`src/rtl/ecu_pkg.sv`:
```
package ecu_pkg;
  localparam int unsigned ST_W        = 3;
  localparam int unsigned ST_FLAG_BIT = 0;
  localparam int unsigned ST_RISE_BIT = 1;
  localparam int unsigned ST_FALL_BIT = 2;

  typedef struct packed {
    logic invert;
    logic gate;
    logic cap_en;
    logic rise_ie;
    logic fall_ie;
  } ch_cfg_t;
endpackage

```
`src/rtl/ecu_sync.sv`:
```
module ecu_sync #(
  parameter int unsigned STAGES = 2,
  parameter int unsigned W      = 1
) (
  input  logic         clk,
  input  logic         rst,
  input  logic [W-1:0] d,
  output logic [W-1:0] q
);
  logic [W-1:0] chain [STAGES];

  always_ff @(posedge clk) begin
    if (rst) begin
      for (int i = 0; i < STAGES; i++) chain[i] <= '0;
    end else begin
      chain[0] <= d;
      for (int i = 1; i < STAGES; i++) chain[i] <= chain[i-1];
    end
  end

  assign q = chain[STAGES-1];
endmodule

```
`src/rtl/ecu_edge_detect.sv`:
```
module ecu_edge_detect (
  input  logic clk,
  input  logic rst,
  input  logic level_sync,
  input  logic gate,
  input  logic invert,
  output logic rise_ev,
  output logic fall_ev
);
  logic cond;
  logic cond_q;

  // gate forces 0 first, inversion only applies to a passed level
  assign cond = gate ? (level_sync ^ invert) : 1'b0;

  always_ff @(posedge clk) begin
    if (rst) cond_q <= 1'b0;
    else     cond_q <= cond;
  end

  assign rise_ev = cond & ~cond_q;
  assign fall_ev = ~cond & cond_q;
endmodule

```
`src/rtl/ecu_channel.sv`:
```
module ecu_channel
  import ecu_pkg::*;
#(
  parameter int unsigned CNT_W = 16
) (
  input  logic             clk,
  input  logic             rst,
  input  ch_cfg_t          cfg,
  input  logic             rise_ev,
  input  logic             fall_ev,
  input  logic [CNT_W-1:0] count_in,
  input  logic             clr_pol,
  input  logic             stat_wr,
  input  logic [ST_W-1:0]  stat_wdata,
  output logic [CNT_W-1:0] rise_val,
  output logic [CNT_W-1:0] fall_val,
  output logic             rise_seen,
  output logic             fall_seen,
  output logic             cap_flag
);
  logic take_rise, take_fall, flag_set;
  logic clr_rise, clr_fall, clr_flag;

  assign take_rise = cfg.cap_en & rise_ev;
  assign take_fall = cfg.cap_en & fall_ev;
  assign flag_set  = (take_rise & cfg.rise_ie) | (take_fall & cfg.fall_ie);
  assign clr_rise  = stat_wr & (stat_wdata[ST_RISE_BIT] == clr_pol);
  assign clr_fall  = stat_wr & (stat_wdata[ST_FALL_BIT] == clr_pol);
  assign clr_flag  = stat_wr & stat_wdata[ST_FLAG_BIT];

  always_ff @(posedge clk) begin
    if (rst) begin
      rise_val  <= '0;
      fall_val  <= '0;
      rise_seen <= 1'b0;
      fall_seen <= 1'b0;
      cap_flag  <= 1'b0;
    end else begin
      if (take_rise) rise_val <= count_in;
      if (take_fall) fall_val <= count_in;

      if (take_rise)     rise_seen <= 1'b1;
      else if (clr_rise) rise_seen <= 1'b0;

      if (take_fall)     fall_seen <= 1'b1;
      else if (clr_fall) fall_seen <= 1'b0;

      if (flag_set)      cap_flag <= 1'b1;
      else if (clr_flag) cap_flag <= 1'b0;
    end
  end
endmodule

```
`src/rtl/edge_capture_unit.sv`:
```
module edge_capture_unit
  import ecu_pkg::*;
#(
  parameter int unsigned NCH         = 2,
  parameter int unsigned CNT_W       = 16,
  parameter int unsigned SYNC_STAGES = 2
) (
  input  logic                 clk,
  input  logic                 rst,
  input  logic [NCH-1:0]       pin_in,
  input  logic [CNT_W-1:0]     count_in,
  input  logic [NCH-1:0]       in_invert,
  input  logic [NCH-1:0]       gate_en,
  input  logic [NCH-1:0]       cap_en,
  input  logic [NCH-1:0]       rise_ie,
  input  logic [NCH-1:0]       fall_ie,
  input  logic                 clr_pol,
  input  logic [NCH-1:0]       stat_wr,
  input  logic [ST_W-1:0]      stat_wdata,
  output logic [NCH*CNT_W-1:0] rise_val,
  output logic [NCH*CNT_W-1:0] fall_val,
  output logic [NCH-1:0]       rise_seen,
  output logic [NCH-1:0]       fall_seen,
  output logic [NCH-1:0]       cap_flag
);
  logic [NCH-1:0] pin_sync;
  logic [NCH-1:0] rise_ev;
  logic [NCH-1:0] fall_ev;

  ecu_sync #(.STAGES(SYNC_STAGES), .W(NCH)) u_sync (
    .clk (clk),
    .rst (rst),
    .d   (pin_in),
    .q   (pin_sync)
  );

  for (genvar c = 0; c < NCH; c++) begin : g_ch
    ch_cfg_t cfg;
    assign cfg.invert  = in_invert[c];
    assign cfg.gate    = gate_en[c];
    assign cfg.cap_en  = cap_en[c];
    assign cfg.rise_ie = rise_ie[c];
    assign cfg.fall_ie = fall_ie[c];

    ecu_edge_detect u_edge (
      .clk        (clk),
      .rst        (rst),
      .level_sync (pin_sync[c]),
      .gate       (cfg.gate),
      .invert     (cfg.invert),
      .rise_ev    (rise_ev[c]),
      .fall_ev    (fall_ev[c])
    );

    ecu_channel #(.CNT_W(CNT_W)) u_chan (
      .clk        (clk),
      .rst        (rst),
      .cfg        (cfg),
      .rise_ev    (rise_ev[c]),
      .fall_ev    (fall_ev[c]),
      .count_in   (count_in),
      .clr_pol    (clr_pol),
      .stat_wr    (stat_wr[c]),
      .stat_wdata (stat_wdata),
      .rise_val   (rise_val[c*CNT_W +: CNT_W]),
      .fall_val   (fall_val[c*CNT_W +: CNT_W]),
      .rise_seen  (rise_seen[c]),
      .fall_seen  (fall_seen[c]),
      .cap_flag   (cap_flag[c])
    );
  end
endmodule

```
`config.mk`:
```
export PLATFORM = sky130hd
export DESIGN_NAME = edge_capture_unit
export DESIGN_NICKNAME = d
export VERILOG_FILES = /design/src/rtl/ecu_pkg.sv /design/src/rtl/ecu_sync.sv /design/src/rtl/ecu_edge_detect.sv /design/src/rtl/ecu_channel.sv /design/src/rtl/edge_capture_unit.sv
export SDC_FILE = /design/constraint.sdc
export NUM_CORES = 1
export LEC_CHECK = 0
export BUFFER_PORTS_ARGS = -buffer_cell sky130_fd_sc_hd__buf_2
export CORE_UTILIZATION = 45
export CTS_CLUSTER_DIAMETER = 120
export DETAILED_ROUTE_END_ITERATION = 12
export GPL_TIMING_DRIVEN = 0
export MAX_ROUTING_LAYER = met4
export PLACE_DENSITY = 0.81
export SLEW_MARGIN = 20
export SYNTH_ARGS = -nofsm -noshare
export SYNTH_HDL_FRONTEND = slang
export SYNTH_SLANG_ARGS = --single-unit
```
`constraint.sdc`:
```
create_clock -name clk -period 1.4 [get_ports clk]
set_input_delay 0.07 -clock clk [delete_from_list [all_inputs] [get_ports clk]]
set_output_delay 0.07 -clock clk [all_outputs]
set_load 0.02 [all_outputs]
```
---- Word level (Yosys, flattened, before mapping) ----
Memories as Yosys holds them, arrays and structs flattened.
Cells that the tools add are included.
W data, S select, Z words.
storage, ports and cells
  register bits ........................... 72
  bits in writable memories ............... 4
  bits of input ports ..................... 36
  output and inout bits ................... 70
  word-level logic and storage cells ...... 68
  memories ................................ 1
operators by class
  eq/ne operators ......................... 2
  multiplexer cells ....................... 19
  bitwise operators ....................... 28
  reduce and logical (&&, ||, !) cells .... 6
memory list
  memory        depth  bits a word  read ports  clocked after memory_dff  write ports  RTL line        source
  u_sync.chain  2      2            2           0                         2            ecu_sync.sv:10  logic [W-1:0] chain [STAGES];
operators by type and width
  operator            count
  $and A1 B1 Y1       18
  $mux W1             17
  $reduce_bool A2 Y1  6
  $mux W2             2
  $not A1 Y1          4
  $or A1 B1 Y1        4
  $eq A1 B1 Y1        2
  $xor A1 B1 Y1       2

---- Depth between registers and ports, before layout ----
  word-level depth ........................ 8
  depth in mapped cells ................... 5
  gate-level depth less buffers ........... 3

---- Cells and area by module ----
Synthesis repeated with hierarchy kept, for this count alone.
unflattened totals
  cell total of the unflattened synthesis .. 348
  area, all modules ....................... 3633.5 µm²
modules (own cells, without submodules)
  module           times used  cells each  area an instance (µm²)  sequential area each (µm²)
  ecu_channel      2           163         1706.6                  700.7
  ecu_sync         1           10          120.1                   80.1
  ecu_edge_detect  2           6           50.0                    20.0

---- Worst setup path after synthesis ----
No wires, ideal clock.
  path type ............................... register to register
  from .................................... memory u_sync.chain[0][3] in the netlist's numbering
  to ...................................... register g_ch[1].u_chan.rise_val[10]
  setup time .............................. 0.072 ns
  arrival ................................. 1.102 ns
  data required time ...................... 1.328 ns
  slack ................................... 0.226 ns
  stages on the path, launching flop included .. 5
  buffers on the path ..................... 1
  clock period less this slack ............ 1.174 ns
  path through ............................ dfxtp_1 > xor2_2 > and4b_1 > buf_4 > mux2i_1
RTL lines
  what                  RTL line           source
  from (decl)           ecu_sync.sv:10
  to (signal assigned)  ecu_channel.sv:39  if (take_rise) rise_val <= count_in;
  to (decl)             ecu_channel.sv:15  output logic [CNT_W-1:0] rise_val,

==> results by group <==
Outcome
  • Status: complete, no violations

GRT
  • Gr ovfl total: 0
  • Number of global-route vias before repair: 2456
  • Gr usage total: 0.220
  • First-pass GRT wire length: 11800 µm
  • Largest net degree at the start of global routing: 12
  • Initial antenna violation count: 0

Timing
  • Final setup viols: 0
  • Max-slew violation count: 0
  • Unrepaired setup endpoints after global routing: false
  • Clock Skew: roughly 0.0048 ns
  • Measured slew at the worst slew-check pin: 0.537 ns
  • Setup_tns: 0 ns
  • Worst slew margin: 0.642
  • Min cycle time layout: about 1.3 ns
  • Final Cycle Share: 0.943
  • FMAX: between 0.7 and 0.8 GHz
  • Final Hold Viols: 0

Synth
  • Most common cell in the netlist: nand2b_1
  • Syn nets: about 320
  • Most instantiated cells after synthesis: nand2b_1 (80), dfxtp_1 (76), mux2i_1 (64)
  • Ys flop type: dfxtp_1
  • Post-synthesis sequential area ratio: 0.490
  • Cell area after synthesis: 3100 µm²
  • Syn Inst Count: about 290
  • Synth area leader: dfxtp_1
  • Synth area leaders: dfxtp_1 (49%), mux2i_1 (21%), nand2b_1 (16%)
  • Netlist cell types: 25
  • Yosys top cell area share: 0.490
  • Yosys reg bits: 76
  • Post-synth EDFFs: 0
  • Syn. warnings: 0
  • Syn_area_per_cell: between 10 and 15 µm²
  • Asr flop ratio synth: 0

Clock tree
  • TritonCTS clock tree: built
  • Worst-Skew Late Latency: between 0.3 and 0.4 ns
  • CTS max path bufs: 2
  • Clock Sinks: between 70 and 80
  • Clk slew on worst S/H paths: about 0.070 ns
  • Clk root buf: clkbuf_8
  • H-tree depth: 3
  • Clock buffer count from CTS: 9

Floorplanning
  • Starting Density: 0.478
  • Die height: around 85 µm
  • Die footprint: 7230 µm²
  • Die X: about 85 µm
  • Floorplan row count: 29
  • # IOs: between 100 and 150
  • Core Area: roughly 6500 µm²

Pwr
  • Combinational share of power: 0.119
  • P_sw: roughly 1.1 mW
  • Worst vdd ir: roughly 0.58 mV
  • Leakage dissipation: between 2 and 2.5 nW
  • Clk pwr share: 0.347
  • Sw frac: 0.250
  • Reg power frac: 0.533
  • P_int: roughly 3.2 mW
  • PD cells: 1070 nW/µm²

Route
  • Drt via density: about 5
  • Starting DRT DRC Count: 70
  • Post-route DRC: 0
  • Vias: approximately 2400
  • WL per Instance: between 10 and 15 µm
  • DR pass1 iterations: 4
  • Total Wirelength: ~7300 µm
  • Number of routed nets with antenna violations: 0

Final layout
  • Ant diodes: 0
  • Final layout net count: roughly 440
  • Share of cells above drive strength 1: 0.328
  • Fin util: 0.610
  • Layout area overhead: 27.8%
  • Fillers: 578

Placement
  • DP HPWL: slightly above 5000 µm
  • Number of port buffers: roughly 100
  • GPL Wtd Cong: ~0.71

Critical path
  • Critical path launch point type: flip-flop
  • Worst endpoint required time: about 1.7 ns
  • Worst Path Max Fanout: 7
  • Crit Path Class: flip-flop to flip-flop
  • Crit end category: flip-flop
  • CP Data Arrival Time: 1.58 ns

Min path
  • Min-delay worst type: input pin to flip-flop

Job
  • Maxcap violations: 0
==> per-stage QoR <==
stage               worst slack, ns  hold WS (ns)  cell area, µm²  instances  total power, mW
detailed placement           0.0771         0.296            3720        466             2.81
CTS                          0.0478        0.0182            3930        485             4.28
global route                0.00813        0.0363            3970        488             4.42
floorplan                     0.226         0.184            3100        285             2.63
finish                       0.0803        0.0285            3970        488             4.25
global placement              0.111         0.294            3720        466             2.80
==> path summary, 6_finish.rpt <==
check / from / endpoint / slack, ns / cells after the start
worst max register to register: u_sync.chain[0][3] / g_ch[1].u_chan.rise_val[15] / 0.08 / 4
worst max-delay path: u_sync.chain[0][3] / g_ch[1].u_chan.rise_val[15] / 0.08 / 4
worst min register to register: u_sync.chain[0][0] / u_sync.chain[0][2] / 0.44 / 1
worst min-delay path: gate_en[0] / g_ch[0].u_edge.cond_q / 0.03 / 3
==> power by group through the flow <==
| stage | clock network (mW) | logic, mW | registers, mW |
|---|---|---|---|
| floorplan | 0 | 0.248 | 2.38 |
| finish | 1.48 | 0.506 | 2.27 |
| CTS | 1.51 | 0.506 | 2.27 |
| global placement | 0 | 0.486 | 2.31 |
| global route | 1.60 | 0.549 | 2.27 |
| detailed placement | 0 | 0.494 | 2.32 |
==> cell usage in the layout (no fill, tap or decap) <==
cell           netlist  routed
buf_2                1     104
nand2b_1            80      80
dfxtp_1             76      76
mux2i_1             64      64
clkbuf_1            10      12
buf_4                9      12
clkbuf_8             0      11
a21oi_1              9       9
nor2b_1              4       4
o21ai_0              4       4
dlygate4sd3_1        0       4
and4b_1              3       3
inv_1                3       3
xor2_1               3       3
nand2_1              2       2
nand4b_1             2       2
buf_6                2       2
buf_12               2       2
a21o_1               2       2
a21boi_0             2       2
clkinv_2             0       2
xor2_4               0       1
clkbuf_4             0       1
xnor2_1              1       1
o211ai_1             1       1
o2111ai_1            1       1
nor2_1               1       1
nor3_1               1       1
nand3_1              1       1
==> cell type report <==
type	count	area [µm²]	share of cell area
inverter	3	11.3	0.00284
clock buffer	13	159	0.0401
clock inverter	2	10.0	0.00252
buffer	24	175	0.0442
tap	77	96.3	0.0243
sequential	76	1520	0.384
timing repair buffer	111	583	0.147
multi-input combinational	182	1410	0.355
==> worst max-delay path, stage by stage (launching register included) <==
cell and delay (ns):
dfxtp_1 0.40, xor2_4 0.23, and4b_1 0.22, buf_4 0.19, mux2i_1 0.20
==> metal layers <==
metal	wire, µm	GRT usage
met4	103	0.0817
met1	3330	0.264
met5	0	-
met3	393	0.0409
met2	3450	0.367
==> timing repair <==
| item | 4_1_cts | 5_1_grt |
|---|---|---|
| gates resized for setup | 0 | 2 |
| hold endpoints to repair | 4 | 0 |
| hold buffers | 4 | 0 |
| endpoints found under the setup margin | 0 | 14 |
| buffers inserted | 0 | 3 |
==> flip-flops by register name, summed over array words and instances (netlist names) <==
signal	flops
g_ch.u_chan.rise_val	32
g_ch.u_chan.fall_val	32
g_ch.u_chan.cap_flag	2
g_ch.u_chan.rise_seen	2
g_ch.u_chan.fall_seen	2
u_sync.chain	4
g_ch.u_edge.cond_q	2
==> cells by family (layout without fill, tap and decap cells) <==
group	Yosys count	count (layout)	synth area share
buffers and inverters	27	153	0.0593
xor gates and xnor gates	5	5	0.0165
muxes	64	64	0.206
and+or+nand+nor	94	94	0.192
DFF	76	76	0.490
AOI/OAI and AO/OA	19	19	0.0359
No activity file was read; power rests on OpenSTA's default activity.
